==> src/rtl/strobed_in_port.sv <==
module strobed_in_port #(
  parameter int DW = 8,
  parameter int PC_BITS = 8,
  parameter int INTE_BIT = 4,
  parameter int SYNC_STAGES = 2,
  localparam int SELW = $clog2(PC_BITS)
) (
  input  logic          clk,
  input  logic          rst,
  input  logic          strobed_mode,
  input  logic [DW-1:0] port_in,
  input  logic          strobe_n,
  input  logic          rd_n,
  input  logic          bsr_we,
  input  logic [SELW-1:0] bsr_bit,
  input  logic          bsr_val,
  output logic [DW-1:0] rd_data,
  output logic          ibf,
  output logic          intr
);

  localparam logic [SELW-1:0] IE_SEL = SELW'(INTE_BIT);

  logic [SYNC_STAGES-1:0] stb_sync, rd_sync;
  logic stb_s, rd_s, stb_q, rd_q;
  logic stb_fall, rd_rise;
  logic inte;
  logic intr_set;
  logic [DW-1:0] data_q;

  always_ff @(posedge clk) begin
    if (rst) begin
      stb_sync <= '1;
      rd_sync  <= '1;
      stb_q    <= 1'b1;
      rd_q     <= 1'b1;
    end else begin
      stb_sync <= {stb_sync[SYNC_STAGES-2:0], strobe_n};
      rd_sync  <= {rd_sync[SYNC_STAGES-2:0], rd_n};
      stb_q    <= stb_s;
      rd_q     <= rd_s;
    end
  end

  assign stb_s    = stb_sync[SYNC_STAGES-1];
  assign rd_s     = rd_sync[SYNC_STAGES-1];
  assign stb_fall = stb_q & ~stb_s;
  assign rd_rise  = ~rd_q & rd_s;

  always_ff @(posedge clk) begin
    if (rst)
      inte <= 1'b0;
    else if (!strobed_mode)
      inte <= 1'b0;
    else if (bsr_we && bsr_bit == IE_SEL)
      inte <= bsr_val;
  end

  always_ff @(posedge clk) begin
    if (rst) begin
      data_q <= '0;
      ibf    <= 1'b0;
    end else if (!strobed_mode) begin
      ibf <= 1'b0;
    end else if (stb_fall) begin
      data_q <= port_in;
      ibf    <= 1'b1;
    end else if (rd_rise) begin
      ibf <= 1'b0;
    end
  end

  assign intr_set = inte & ibf & stb_s & rd_s & ~rd_rise;

  always_ff @(posedge clk) begin
    if (rst || !strobed_mode)
      intr <= 1'b0;
    else
      intr <= intr_set;
  end

  assign rd_data = data_q;

endmodule


==> config.mk <==
export PLATFORM = sky130hd
export DESIGN_NAME = strobed_in_port
export DESIGN_NICKNAME = d
export VERILOG_FILES = /design/src/rtl/strobed_in_port.sv
export SDC_FILE = /design/constraint.sdc
export NUM_CORES = 1
export LEC_CHECK = 0
export BUFFER_PORTS_ARGS = -buffer_cell sky130_fd_sc_hd__buf_2
export CAP_MARGIN = 10
export CORE_MARGIN = 8
export CORE_UTILIZATION = 42
export CTS_BUF_LIST = sky130_fd_sc_hd__clkbuf_8 sky130_fd_sc_hd__clkbuf_16
export DETAILED_ROUTE_END_ITERATION = 12
export HOLD_SLACK_MARGIN = 0.06
export PLACE_DENSITY = 0.74
export SYNTH_ARGS = -nofsm -noshare
export SYNTH_HDL_FRONTEND = slang
export SYNTH_SLANG_ARGS = --single-unit
==> constraint.sdc <==
create_clock -name clk -period 1.14 [get_ports clk]
set_input_delay 0 -clock clk [delete_from_list [all_inputs] [get_ports clk]]
set_output_delay 0 -clock clk [all_outputs]
set_load 0.01 [all_outputs]
-- After elaboration in Yosys (flattened, before gate mapping)
Cells that the tools add are included.
- equality and inequality tests: 1
- multiplexer cells: 2
- bitwise logic cells: 10
- reductions and logical operators: 6
- operators by type and width (kind ; count):
    $and 1x1->1 ; 6
    $not 1->1 ; 4
    $eq 3x3->1 const B ; 1
    $mux 1 ; 2
    $reduce_and 2->1 ; 1
    $reduce_bool 2->1 ; 1
    $reduce_or 2->1 ; 1
    $logic_and 1x1->1 ; 1
    $logic_not 1->1 ; 1
    $logic_or 1x1->1 ; 1
- register bits: 17
- bits of input ports: 18
- output and inout bits: 10
- word-level logic and storage cells: 27

-- Depth between registers and ports, before layout
- word-level depth: 4
- depth in mapped cells: 4
- mapped depth without buffers: 3

-- Worst setup path before layout
OpenSTA, ideal clock, no wires.
- path type: flip-flop to flip-flop
- start: register stb_sync[1]
- end: register data_q[0] (netlist: rd_data[0])
- setup time: 0.120 ns
- arrival time: 0.739 ns
- required time: 1.020 ns
- setup slack: 0.280 ns
- stages on the path, launching flop included: 4
- path buffers: 0
- clock period less this slack: 0.860 ns
- path through: dfxtp_1 > nand3b_1 > nand2_1 > a21oi_1
- word-level cells in the longest chain between the ends: 3
- RTL lines (what ; RTL line ; source):
    start: declaration ; 24 ; logic [SYNC_STAGES-1:0] stb_sync, rd_sync;
    start signal: assignment ; 38 ; stb_sync <= {stb_sync[SYNC_STAGES-2:0], strobe_n};
    $not 1->1 ; 47 ; assign stb_fall = stb_q & ~stb_s;
    $and 1x1->1 ; 47 ;
    $reduce_and 2->1 (no source line) ; -- ;
    end signal: assignment ; 66 ; data_q <= port_in;
    end: declaration ; 29 ; logic [DW-1:0] data_q;
Every way passes these cells.
A chain may end at the register's enable or synchronous reset.

-- Final worst setup path
- start: input strobed_mode
- end: register data_q[4] (netlist: rd_data[4])
- word-level cells in the longest chain between the ends: 1
- RTL lines (what ; RTL line ; source):
    start: declaration ; 10 ; input logic strobed_mode,
    $reduce_and 2->1 (no source line) ; -- ;
Every way passes these cells.

==> results.yml <==
yosys:
  netlist-cell-type-count: 16
  synthArstFlopShare_pct: 0
  mappedNetlistArea_um2: 576
  count_of_flip_flops_with_a_built_in_enable_after_synthesis: 0
  syn_nets: 78
  yosys_register_bits: 17
  ys_warn_count: 0
  syn-instance-count: 60
  synth.yosys.seq_area_share_pct: 59.1
  post_synth.cell_area_avg_um2: 9.59
  synth_flop_cell: "sky130_fd_sc_hd__dfxtp_1"
timing:
  worst_clock_skew_ps: 2.22
  finalWorstPathRequiredPeriod_ps: 1030
  final-max-slew-violation-count: 0
  grt_setup_unrepaired: "no"
  timing_worst_slew_pin_value_ps: 341
  post-route-worst-setup-slack_ps: 114
  tns_ps: 0
  worst_hold_slack_ps: 78.8
  timing.final.hold_violations: 0
  finalCritPeriodShare_pct: 90.0
  clock.fmax_mhz: 975
  finalSetupViolCount: 0
  timing.slew.headroom_pct: 77.2
grt:
  number_of_antenna_violations_at_the_first_check_in_global_routing: 0
  vias_in_the_first_global_route: 488
  globalRouteTotalUtil_pct: 10.3
  grt_first_pass_wirelength_um: 2200
  grt-ovfl-total: 0
  grt_max_degree: 18
placement:
  post_placement_setup_slack_ps: 135
  dpl.cell_count: 100
  placement.cell_area_um2: 717
  count_of_buffers_inserted_at_the_top_level_ports: 27
  dp_hpwl_um: 903
  replace_congestion: 0.733
clocking:
  post_cts_resized: 0
  cts_buffers: 3
  clk_latency_ps: 250
  clock-root-buffer: "sky130_fd_sc_hd__clkbuf_8"
  cts.path.max_buffers: 2
  clock_tree_from_tritoncts: "done"
  cts.clk_slew.worst_paths_ps: 60
  htree_num_levels: 1
  tritoncts_sinks: 17
worst_setup_path:
  worst-endpoint-required_ps: 1320
  cpPeakStageDelay_ps: 520
  path_depth: 5
  critPathMaxFanout: 8
  timing.critical_path.max_delay_family: "buffers and inverters"
  crit_path_end_kind: "flip-flop"
  cell_count_of_the_worst_reg_to_reg_path: 3
  crit_chain: "dlygate4sd3_1 -> buf_2 -> and3b_1 -> nand2_1 -> a21oi_1"
  timing_worst_setup_path_type: "input pin to flip-flop"
  worstPathArrival_ps: 1210
  timing.critical_path.buf_inv: 2
  worstSetupStartpointType: "input pin"
  critical-path-slowest-cell: "sky130_fd_sc_hd__dlygate4sd3_1"
floorplanning:
  die_area_um2: 2810
  initial_core_util_pct: 44.8
  fp.dieH_um: 53.0
  floorplan.rows: 13
  die_wd_um: 53.0
  floorplan.core_area_um2: 1280
  ios: 28
detailed_routing:
  avgViaCountPerCell: 4.50
  ant_nets: 0
  routedWlPerCell_um: 12.1
  drt-total-wl_um: 1390
  remaining_drc_errors: 0
  drt_iter0_markers: 9
  drt_pass1_iterations: 4
  dr_total_vias: 518
power_and_ir_drop:
  power_density_nw_per_um2: 1310
  worst_ir_drop_on_vdd_v: 0.000791
  finalPower_mw: 1.14
  power.leakage_nw: 0.397
finish:
  layout.area.seq_um2: 340
  stdcell_count: 115
  syn_to_final_growth_pct: 51.5
  area_of_the_multi_input_gates_um2: 219
  n_antenna_cell: 0
  fillerInstances: 98
  layout.core_utilization_pct: 67.9
  fin_nets: 119
  design_area_um2: 872
  drive_gt1_share_pct: 37.0
hold_path:
  holdCritPathClass: "input pin to flip-flop"
  hold_path_depth: 3
job:
  max-cap-violations: 0
status:
  status: "finished clean"
-- Yosys cell counts (6+ instances only) --
library cell / instances / area share, %
sky130_fd_sc_hd__a21oi_1: 9 / 7.8
sky130_fd_sc_hd__dfxtp_1: 17 / 59
sky130_fd_sc_hd__nand2_1: 16 / 10
sky130_fd_sc_hd__or2_2: 6 / 6.5
-- logic make-up after synthesis --
group,after synthesis,share of synthesized area [%]
flops,17,59.1
mux,1,1.74
compound gates,10,9.13
buf+inv,3,2.83
simple gates,29,27.2
-- per-layer routing --
| metal | vias to the layer above | global-route usage [%] | part of all wire (%) |
|---|---|---|---|
| met1 | 218 | 11.6 | 40 |
| met3 | 2 | 3.92 | 10 |
| met5 | - | 0 | 0 |
| met4 | 0 | 6.47 | 0.29 |
| met2 | 20 | 15.8 | 49 |
| li1 | 278 | - | - |
-- final timing paths --
kind         slack (ps)          end    startpoint
min reg2reg         410  stb_sync[1]   stb_sync[0]
max                 110   rd_data[4]  strobed_mode
max reg2reg         130   rd_data[3]   stb_sync[1]
min                  80         inte       bsr_val
-- power by group --
group	switching (mW)	internal [mW]	leakage, nW	total, mW
clock network	0.189	0.238	0.0269	0.427
registers	0.00687	0.610	0.139	0.616
logic	0.0375	0.0638	0.231	0.101
total	0.233	0.912	0.397	1.14
-- worst min-delay path, cell delays in order --
cell and delay, ps:
sky130_fd_sc_hd__buf_2 70, sky130_fd_sc_hd__mux2i_1 70, sky130_fd_sc_hd__nor3b_2 140
-- state kept, by name (all words and copies together) (netlist names) --
name,flops
intr,1
ibf,1
rd_data,8
stb_sync,2
inte,1
rd_q,1
stb_q,1
rd_sync,2
-- final cells by class --
class | count | area share [%]
flip-flops and latches | 17 | 39.0
inverters | 1 | 0.430
clock inverters | 1 | 0.430
multi-input cells | 40 | 25.1
repair buffers | 38 | 28.1
clock buffers | 3 | 4.73
well taps | 15 | 2.15
-- cell usage in the layout, fill, tap and decap left out, types with 2 or more instances in the layout --
cell                             n
sky130_fd_sc_hd__buf_2          27
sky130_fd_sc_hd__dfxtp_1        17
sky130_fd_sc_hd__nand2_1        16
sky130_fd_sc_hd__dlygate4sd3_1  11
sky130_fd_sc_hd__a21oi_1         9
sky130_fd_sc_hd__or2_2           6
sky130_fd_sc_hd__clkbuf_8        3
sky130_fd_sc_hd__inv_1           2
-- what timing repair did --
item / in CTS / in global routing
buffers inserted: 0 / 0
hold buffers: 11 / 0
endpoints found under the hold margin: 11 / 0
Note: power is estimated with default switching activity, not from simulation.
